[src/rtl/cfs_pkg.sv]
package cfs_pkg;
  typedef enum logic [1:0] {
    CMD_NONE     = 2'd0,
    CMD_CALL_STK = 2'd1,
    CMD_CALL_LST = 2'd2,
    CMD_RET      = 2'd3
  } cmd_e;

  localparam logic [3:0] REG_AP = 4'd12;
  localparam logic [3:0] REG_FP = 4'd13;
  localparam logic [3:0] REG_SP = 4'd14;
  localparam logic [3:0] REG_PC = 4'd15;

  typedef enum logic [3:0] {
    ST_IDLE, ST_C_MASK, ST_C_CNT, ST_C_ALIGN, ST_C_REG, ST_C_LINK,
    ST_C_STAT, ST_C_ZERO, ST_C_FIN, ST_R_INIT, ST_R_STAT, ST_R_LINK,
    ST_R_REG, ST_R_ALIGN, ST_R_CNT, ST_R_FIN
  } state_e;

  // link slot k: 0 -> PC, 1 -> FP, 2 -> AP (push order; pop runs reversed)
  function automatic logic [3:0] link_reg(input logic [1:0] k);
    case (k)
      2'd0:    link_reg = REG_PC;
      2'd1:    link_reg = REG_FP;
      default: link_reg = REG_AP;
    endcase
  endfunction
endpackage

[src/rtl/cfs_regfile.sv]
module cfs_regfile #(
  parameter int NREG = 16,
  parameter int DW   = 32,
  localparam int AW  = $clog2(NREG)
) (
  input  logic          clk,
  input  logic          we,
  input  logic [AW-1:0] wa,
  input  logic [DW-1:0] wd,
  input  logic [AW-1:0] ra0,
  output logic [DW-1:0] rd0,
  input  logic [AW-1:0] ra1,
  output logic [DW-1:0] rd1
);
  logic [DW-1:0] mem [NREG];

  always_ff @(posedge clk) begin
    if (we) mem[wa] <= wd;
  end

  assign rd0 = mem[ra0];
  assign rd1 = mem[ra1];
endmodule

[src/rtl/cfs_seq.sv]
module cfs_seq
  import cfs_pkg::*;
#(
  parameter int DW     = 32,
  parameter int MASK_W = 12,
  localparam int HW    = DW / 2
) (
  input  logic          clk,
  input  logic          rst,
  input  logic          start,
  input  logic [1:0]    cmd,
  input  logic [DW-1:0] arg_val,
  input  logic [DW-1:0] target,
  output logic          busy,
  output logic          done,
  output logic          mem_req,
  output logic          mem_we,
  output logic [DW-1:0] mem_addr,
  output logic [DW-1:0] mem_wdata,
  input  logic [DW-1:0] mem_rdata,
  input  logic          mem_ready,
  output logic [3:0]    rf_ra,
  input  logic [DW-1:0] rf_rd,
  output logic          rf_we,
  output logic [3:0]    rf_wa,
  output logic [DW-1:0] rf_wd,
  input  logic          psw_we,
  input  logic [HW-1:0] psw_wdata,
  output logic [HW-1:0] psw
);
  localparam int MISC_PAD = HW - MASK_W - 4;

  state_e              state_q;
  logic [DW-1:0]       sp_q, tmp_q, arg_q, tgt_q;
  logic [MASK_W-1:0]   mask_q;
  logic [1:0]          spa_q, lidx_q;
  logic [3:0]          ridx_q;
  logic                sflag_q, done_q;
  logic [HW-1:0]       psw_q;
  logic [DW-1:0]       sp_dec, sp_inc;
  logic [HW-1:0]       misc;
  logic                acc, bit_sel;

  assign sp_dec  = sp_q - DW'(4);
  assign sp_inc  = sp_q + DW'(4);
  assign bit_sel = mask_q[ridx_q];
  assign misc    = {spa_q, sflag_q, 1'b0, {MISC_PAD{1'b0}}, mask_q};
  assign acc     = mem_req && mem_ready;
  assign busy    = (state_q != ST_IDLE);
  assign done    = done_q;
  assign psw     = psw_q;

  always_comb begin
    mem_req   = 1'b0;
    mem_we    = 1'b0;
    mem_addr  = sp_dec;
    mem_wdata = rf_rd;
    rf_ra     = REG_SP;
    rf_we     = 1'b0;
    rf_wa     = REG_SP;
    rf_wd     = sp_q;
    case (state_q)
      ST_C_MASK: begin mem_req = 1'b1; mem_addr = tgt_q; end
      ST_C_CNT: begin
        mem_req = 1'b1; mem_we = 1'b1;
        mem_wdata = {{(DW-8){1'b0}}, arg_q[7:0]};
      end
      ST_C_REG:  begin rf_ra = ridx_q; mem_req = bit_sel; mem_we = 1'b1; end
      ST_C_LINK: begin rf_ra = link_reg(lidx_q); mem_req = 1'b1; mem_we = 1'b1; end
      ST_C_STAT: begin mem_req = 1'b1; mem_we = 1'b1; mem_wdata = {misc, psw_q}; end
      ST_C_ZERO: begin mem_req = 1'b1; mem_we = 1'b1; mem_wdata = '0; end
      ST_C_FIN: begin
        rf_we = 1'b1;
        case (lidx_q)
          2'd0: begin rf_wa = REG_SP; rf_wd = sp_q; end
          2'd1: begin rf_wa = REG_FP; rf_wd = sp_q; end
          2'd2: begin rf_wa = REG_AP; rf_wd = sflag_q ? tmp_q : arg_q; end
          default: begin rf_wa = REG_PC; rf_wd = tgt_q + DW'(2); end
        endcase
      end
      ST_R_INIT: rf_ra = REG_FP;
      ST_R_STAT, ST_R_CNT: begin mem_req = 1'b1; mem_addr = sp_q; end
      ST_R_LINK: begin
        mem_req = 1'b1; mem_addr = sp_q;
        rf_we = acc; rf_wa = link_reg(lidx_q); rf_wd = mem_rdata;
      end
      ST_R_REG: begin
        mem_req = bit_sel; mem_addr = sp_q;
        rf_we = acc; rf_wa = ridx_q; rf_wd = mem_rdata;
      end
      ST_R_FIN: rf_we = 1'b1;
      default: ;
    endcase
  end

  always_ff @(posedge clk) begin
    if (rst) begin
      state_q <= ST_IDLE;
      done_q  <= 1'b0;
      psw_q   <= '0;
      sp_q    <= '0;
      tmp_q   <= '0;
      arg_q   <= '0;
      tgt_q   <= '0;
      mask_q  <= '0;
      spa_q   <= '0;
      lidx_q  <= '0;
      ridx_q  <= '0;
      sflag_q <= 1'b0;
    end else begin
      done_q <= 1'b0;
      case (state_q)
        ST_IDLE: begin
          if (start && cmd != CMD_NONE) begin
            arg_q   <= arg_val;
            tgt_q   <= target;
            sp_q    <= rf_rd;
            sflag_q <= (cmd_e'(cmd) == CMD_CALL_STK);
            state_q <= (cmd_e'(cmd) == CMD_RET) ? ST_R_INIT : ST_C_MASK;
          end else if (psw_we) begin
            psw_q <= psw_wdata;
          end
        end
        ST_C_MASK: if (acc) begin
          mask_q  <= mem_rdata[MASK_W-1:0];
          state_q <= sflag_q ? ST_C_CNT : ST_C_ALIGN;
        end
        ST_C_CNT: if (acc) begin
          sp_q    <= sp_dec;
          tmp_q   <= sp_dec;
          state_q <= ST_C_ALIGN;
        end
        ST_C_ALIGN: begin
          spa_q   <= sp_q[1:0];
          sp_q    <= {sp_q[DW-1:2], 2'b00};
          ridx_q  <= 4'(MASK_W - 1);
          state_q <= ST_C_REG;
        end
        ST_C_REG: if (!bit_sel || acc) begin
          if (acc) sp_q <= sp_dec;
          if (ridx_q == 4'd0) begin
            lidx_q  <= 2'd0;
            state_q <= ST_C_LINK;
          end else begin
            ridx_q <= ridx_q - 4'd1;
          end
        end
        ST_C_LINK: if (acc) begin
          sp_q <= sp_dec;
          if (lidx_q == 2'd2) state_q <= ST_C_STAT;
          else lidx_q <= lidx_q + 2'd1;
        end
        ST_C_STAT: if (acc) begin
          sp_q       <= sp_dec;
          psw_q[3:0] <= 4'd0;
          state_q    <= ST_C_ZERO;
        end
        ST_C_ZERO: if (acc) begin
          sp_q    <= sp_dec;
          lidx_q  <= 2'd0;
          state_q <= ST_C_FIN;
        end
        ST_C_FIN: begin
          lidx_q <= lidx_q + 2'd1;
          if (lidx_q == 2'd3) begin
            done_q  <= 1'b1;
            state_q <= ST_IDLE;
          end
        end
        ST_R_INIT: begin
          sp_q    <= rf_rd + DW'(4);
          state_q <= ST_R_STAT;
        end
        ST_R_STAT: if (acc) begin
          tmp_q   <= mem_rdata;
          mask_q  <= mem_rdata[HW +: MASK_W];
          sflag_q <= mem_rdata[DW-3];
          spa_q   <= mem_rdata[DW-1:DW-2];
          sp_q    <= sp_inc;
          lidx_q  <= 2'd2;
          state_q <= ST_R_LINK;
        end
        ST_R_LINK: if (acc) begin
          sp_q <= sp_inc;
          if (lidx_q == 2'd0) begin
            ridx_q  <= 4'd0;
            state_q <= ST_R_REG;
          end else begin
            lidx_q <= lidx_q - 2'd1;
          end
        end
        ST_R_REG: if (!bit_sel || acc) begin
          if (acc) sp_q <= sp_inc;
          if (ridx_q == 4'(MASK_W - 1)) state_q <= ST_R_ALIGN;
          else ridx_q <= ridx_q + 4'd1;
        end
        ST_R_ALIGN: begin
          sp_q    <= sp_q + DW'(spa_q);
          psw_q   <= tmp_q[HW-1:0];
          state_q <= sflag_q ? ST_R_CNT : ST_R_FIN;
        end
        ST_R_CNT: if (acc) begin
          sp_q    <= sp_inc + {{(DW-10){1'b0}}, mem_rdata[7:0], 2'b00};
          state_q <= ST_R_FIN;
        end
        ST_R_FIN: begin
          done_q  <= 1'b1;
          state_q <= ST_IDLE;
        end
        default: state_q <= ST_IDLE;
      endcase
    end
  end
endmodule

[src/rtl/call_frame_seq.sv]
module call_frame_seq #(
  parameter int DW     = 32,
  parameter int NREG   = 16,
  parameter int MASK_W = 12,
  localparam int HW    = DW / 2,
  localparam int RAW   = $clog2(NREG)
) (
  input  logic           clk,
  input  logic           rst,
  input  logic           start,
  input  logic [1:0]     cmd,
  input  logic [DW-1:0]  arg_val,
  input  logic [DW-1:0]  target,
  output logic           busy,
  output logic           done,
  output logic           mem_req,
  output logic           mem_we,
  output logic [DW-1:0]  mem_addr,
  output logic [DW-1:0]  mem_wdata,
  input  logic [DW-1:0]  mem_rdata,
  input  logic           mem_ready,
  input  logic           host_we,
  input  logic [RAW-1:0] host_waddr,
  input  logic [DW-1:0]  host_wdata,
  input  logic [RAW-1:0] host_raddr,
  output logic [DW-1:0]  host_rdata,
  input  logic           psw_we,
  input  logic [HW-1:0]  psw_wdata,
  output logic [HW-1:0]  psw
);
  logic [RAW-1:0] seq_ra, seq_wa, rf_wa;
  logic [DW-1:0]  seq_rd, seq_wd, rf_wd;
  logic           seq_we, rf_we;

  cfs_seq #(.DW(DW), .MASK_W(MASK_W)) seq_i (
    .clk(clk), .rst(rst), .start(start), .cmd(cmd),
    .arg_val(arg_val), .target(target), .busy(busy), .done(done),
    .mem_req(mem_req), .mem_we(mem_we), .mem_addr(mem_addr),
    .mem_wdata(mem_wdata), .mem_rdata(mem_rdata), .mem_ready(mem_ready),
    .rf_ra(seq_ra), .rf_rd(seq_rd), .rf_we(seq_we), .rf_wa(seq_wa),
    .rf_wd(seq_wd), .psw_we(psw_we), .psw_wdata(psw_wdata), .psw(psw)
  );

  assign rf_we = busy ? seq_we : host_we;
  assign rf_wa = busy ? seq_wa : host_waddr;
  assign rf_wd = busy ? seq_wd : host_wdata;

  cfs_regfile #(.NREG(NREG), .DW(DW)) rf_i (
    .clk(clk), .we(rf_we), .wa(rf_wa), .wd(rf_wd),
    .ra0(seq_ra), .rd0(seq_rd), .ra1(host_raddr), .rd1(host_rdata)
  );
endmodule

[config.mk]
export PLATFORM = sky130hd
export DESIGN_NAME = call_frame_seq
export DESIGN_NICKNAME = d
export VERILOG_FILES = /design/src/rtl/cfs_pkg.sv /design/src/rtl/cfs_regfile.sv /design/src/rtl/cfs_seq.sv /design/src/rtl/call_frame_seq.sv
export SDC_FILE = /design/constraint.sdc
export NUM_CORES = 2
export LEC_CHECK = 0
export BUFFER_PORTS_ARGS = -buffer_cell sky130_fd_sc_hd__buf_2
export CORE_MARGIN = 2
export CORE_UTILIZATION = 60
export DETAILED_ROUTE_END_ITERATION = 7
export PLACE_DENSITY = 0.82
export SKIP_LAST_GASP = 1
export SLEW_MARGIN = 10
export SYNTH_ARGS = -nofsm -noshare
export SYNTH_HDL_FRONTEND = slang
export SYNTH_HIERARCHICAL = 1
export SYNTH_SLANG_ARGS = --single-unit
[constraint.sdc]
create_clock -name clk -period 7.05 [get_ports clk]
set_clock_uncertainty 0.05 [all_clocks]
set_input_delay 1.41 -clock clk [delete_from_list [all_inputs] [get_ports clk]]
set_output_delay 1.41 -clock clk [all_outputs]
set_load 0.01 [all_outputs]
==> flow_summary.yaml <==
global_routing:
  grt_pass1_vias: 30737
  grt.total_usage_pct: 44.51
  grt-ovfl-total: 0
  grt_pass1_wl_mm: 211.8
  antenna_found_initial: 11
  grt_max_degree: 97
clocking:
  cts_tree: "built"
  clockBufferDepth: 3
  cts_hold_buf: 0
  cts_buffers: 73
  cts_root_buf: "clkbuf_16"
  numClockSinks: 682
  cts_setup_buffers: 0
  worst_skew_pair.late_latency_ns: 0.64
  htree_num_levels: 3
  path_clk_slew_ns: 0.05
  post_cts_resized: 0
hold_path:
  min-delay-path-class: "reg -> reg"
  whs_path_depth: 2
  min_from: "seq_i/arg_q[26]"
  min_to: "seq_i/arg_q[26]"
final_layout:
  fillCellCount: 4385
  drive_gt1_share_pct: 25.56
  final_cells: 4227
  layout-area-overhead-vs-synth_pct: 12.37
  final_cell_mix: "edfxtp_1, nand2_1, buf_2"
  layout_commonest_cell: "edfxtp_1"
  regArea_um2: 18780
  fin_nets: 3505
  multi_input_area_um2: 18070
placed_design:
  dp_hpwl_mm: 99.10
  routabilityCongestion: 1.041
  dp.cells: 4090
  io_buffers: 275
yosys:
  yosysTopAreaCell: "edfxtp_1"
  ys_types: 84
  synthArstFlopShare_pct: 0
  synth_cells: 3157
  synth.area.top_cells: "edfxtp_1, mux4_2, dfxtp_1"
  synth_top_cell_area_share_pct: 40.56
  synthesis.nets: 3343
  yosysWarningCount: 6
  synth.cell_area_um2: 37910
  ys_ff_latch: 682
  ys_seq_area_share_pct: 49.54
  avgSynthCellArea_um2: 12.01
  synth_ff_type: "edfxtp_1"
  synth_enable_flop_cells: 512
detailed_routing:
  wirelength_mm: 146.9
  drtPass1Iterations: 8
  drc_errors: 0
  num_vias: 31943
  ant_nets: 0
  drtIter0Drc: 5679
  wl_per_cell_um: 34.74
  avgViaCountPerCell: 7.557
setup_path:
  ff2ff_setup_slack_ns: 1.39
  setup.worst_path.end_class: "output port"
  startpoint_type: "register"
  r2r-end: "seq_i/sp_q[31]"
  cp.required_ns: 5.59
  path_class: "reg -> out"
  rr_worst_depth: 19
  crit_fanout: 19
  cp.arrival_ns: 4.75
  reg2reg_from: "seq_i/lidx_q[1]"
floorplan:
  fp.dieW_um: 255.3
  ios: 276
  design.core.area_um2: 62740
  fp.dieH_um: 255.3
  placementRows: 92
  die_area_um2: 65200
  start_util_pct: 60.42
pwr:
  powerDensity_nw_per_um2: 381.5
  fin_total_pwr_w: 0.01625
  total_leakage_power_nw: 14.55
  peakVddDrop_mv: 0.2886
sta:
  post-route-period-util_pct: 88.09
  max_freq_mhz: 161.0
  hold_viol: 0
  maxSlewHeadroom_pct: 5.679
  worst_pin_slew_ns: 1.400
  drv_slew: 0
  rsz0062_at_grt: "false"
  setup_viol: 0
  period_minus_slack_ns: 6.210
  setup_tns_ns: 0
run_status:
  status: "complete, no violations"
flow_run:
  max-cap-violations: 0
## metal layers
| metal | vias to the layer above | part of all wire [%] | GRT usage, % |
|---|---|---|---|
| li1 | 12772 | - | - |
| met3 | 687 | 15 | 14.39 |
| met2 | 2940 | 44 | 65.69 |
| met5 | - | 0.062 | 0 |
| met4 | 14 | 7.8 | 28.07 |
| met1 | 15530 | 34 | 57.22 |
## critical path, stage by stage, from the launching register on
cell	delay [ns]
dfxtp_1	0.33
clkinv_1	0.07
buf_4	0.27
ha_1	0.25
nor2_1	0.07
nand2_1	0.08
o211ai_1	0.13
a21oi_4	0.66
buf_4	0.46
buf_4	0.26
mux4_2	0.54
a22oi_1	0.26
nand2_1	0.28
a22o_1	0.29
buf_2	0.14
## final cells by class
cell class,count,area share (%)
antenna,4,0.02350
clock buffer,89,4.600
clock inverter,44,1.172
inverter,21,0.1851
multi-input combinational,2173,42.43
sequential,682,44.09
tap,846,2.485
timing repair buffer,368,5.020
## where the power goes
part,internal [W],leakage [nW],total (W),switching [W]
logic,0.00207,7.30,0.00627,0.00420
clock network,0.00229,1.19,0.00398,0.00169
registers,0.00531,6.05,0.00600,0.000695
## synth_stat cells (11+ instances only)
cell type / number
edfxtp_1: 512
nand2_1: 396
mux4_2: 259
clkbuf_1: 203
nor2_1: 196
a21oi_1: 185
dfxtp_1: 170
a22oi_1: 158
o21ai_0: 109
nor3_1: 69
xnor2_1: 67
xor2_1: 59
a211oi_1: 47
nand3_1: 42
buf_1: 36
mux2_2: 35
nand4_1: 33
a311oi_1: 32
a221oi_1: 30
mux2_4: 30
nor4_1: 27
o221ai_1: 27
a221o_1: 26
a22o_1: 25
and3_1: 23
ha_1: 23
buf_4: 21
nand2b_1: 21
or3_1: 21
nor2b_1: 19
inv_1: 18
a31oi_1: 15
buf_2: 13
a222oi_1: 12
mux2i_1: 12
nand3b_1: 11
or2_2: 11
## worst max-delay path by stage
stage,start,end,slack [ns],cells after the start
2_1_floorplan,mem_ready,rf_i/mem[0][0],1.70,7
3_3_place_gp,seq_i/lidx_q[1],seq_i/sp_q[31],1.74,19
3_5_place_dp,seq_i/lidx_q[1],seq_i/sp_q[31],1.57,19
4_1_cts,seq_i/lidx_q[1],mem_wdata[22],0.85,14
5_1_grt,seq_i/lidx_q[1],mem_wdata[22],0.64,14
6_report,seq_i/lidx_q[1],mem_wdata[22],0.84,14
## flip-flops by register name, indices dropped and copies added, names as in the netlist
register,count
rf_i/mem,512
seq_i/arg_q,32
seq_i/sp_q,32
seq_i/tgt_q,32
seq_i/tmp_q,32
seq_i/psw,16
seq_i/mask_q,12
seq_i/ridx_q,4
seq_i/state_q,4
seq_i/lidx_q,2
seq_i/spa_q,2
seq_i/done,1
seq_i/sflag_q,1
## logic make-up after synthesis
group	share of synthesized area [%]
buffers and inverters	3.469
AND/OR/NAND/NOR	11.25
flip-flops	49.54
AO/OA/AOI/OAI	13.93
multiplexers	17.93
adder cells (fa/ha/maj)	0.9177
XOR/XNOR	2.954
## stage by stage
| stage | utilization [%] | worst slack [ns] | cell area (µm²) | hold WS (ns) |
|---|---|---|---|---|
| final | 67.90 | 0.8399 | 42590 | 0.4067 |
| after floorplan | - | 1.697 | 37910 | 0.3784 |
| after detailed placement | 63.95 | 1.571 | 40120 | 0.3985 |
| after global routing | 67.88 | 0.6418 | 42580 | 0.4253 |
| after CTS | 67.87 | 0.8538 | 42580 | 0.4063 |
| after global placement | 63.95 | 1.739 | 40120 | 0.3896 |
Note: power is estimated with default switching activity, not from simulation.
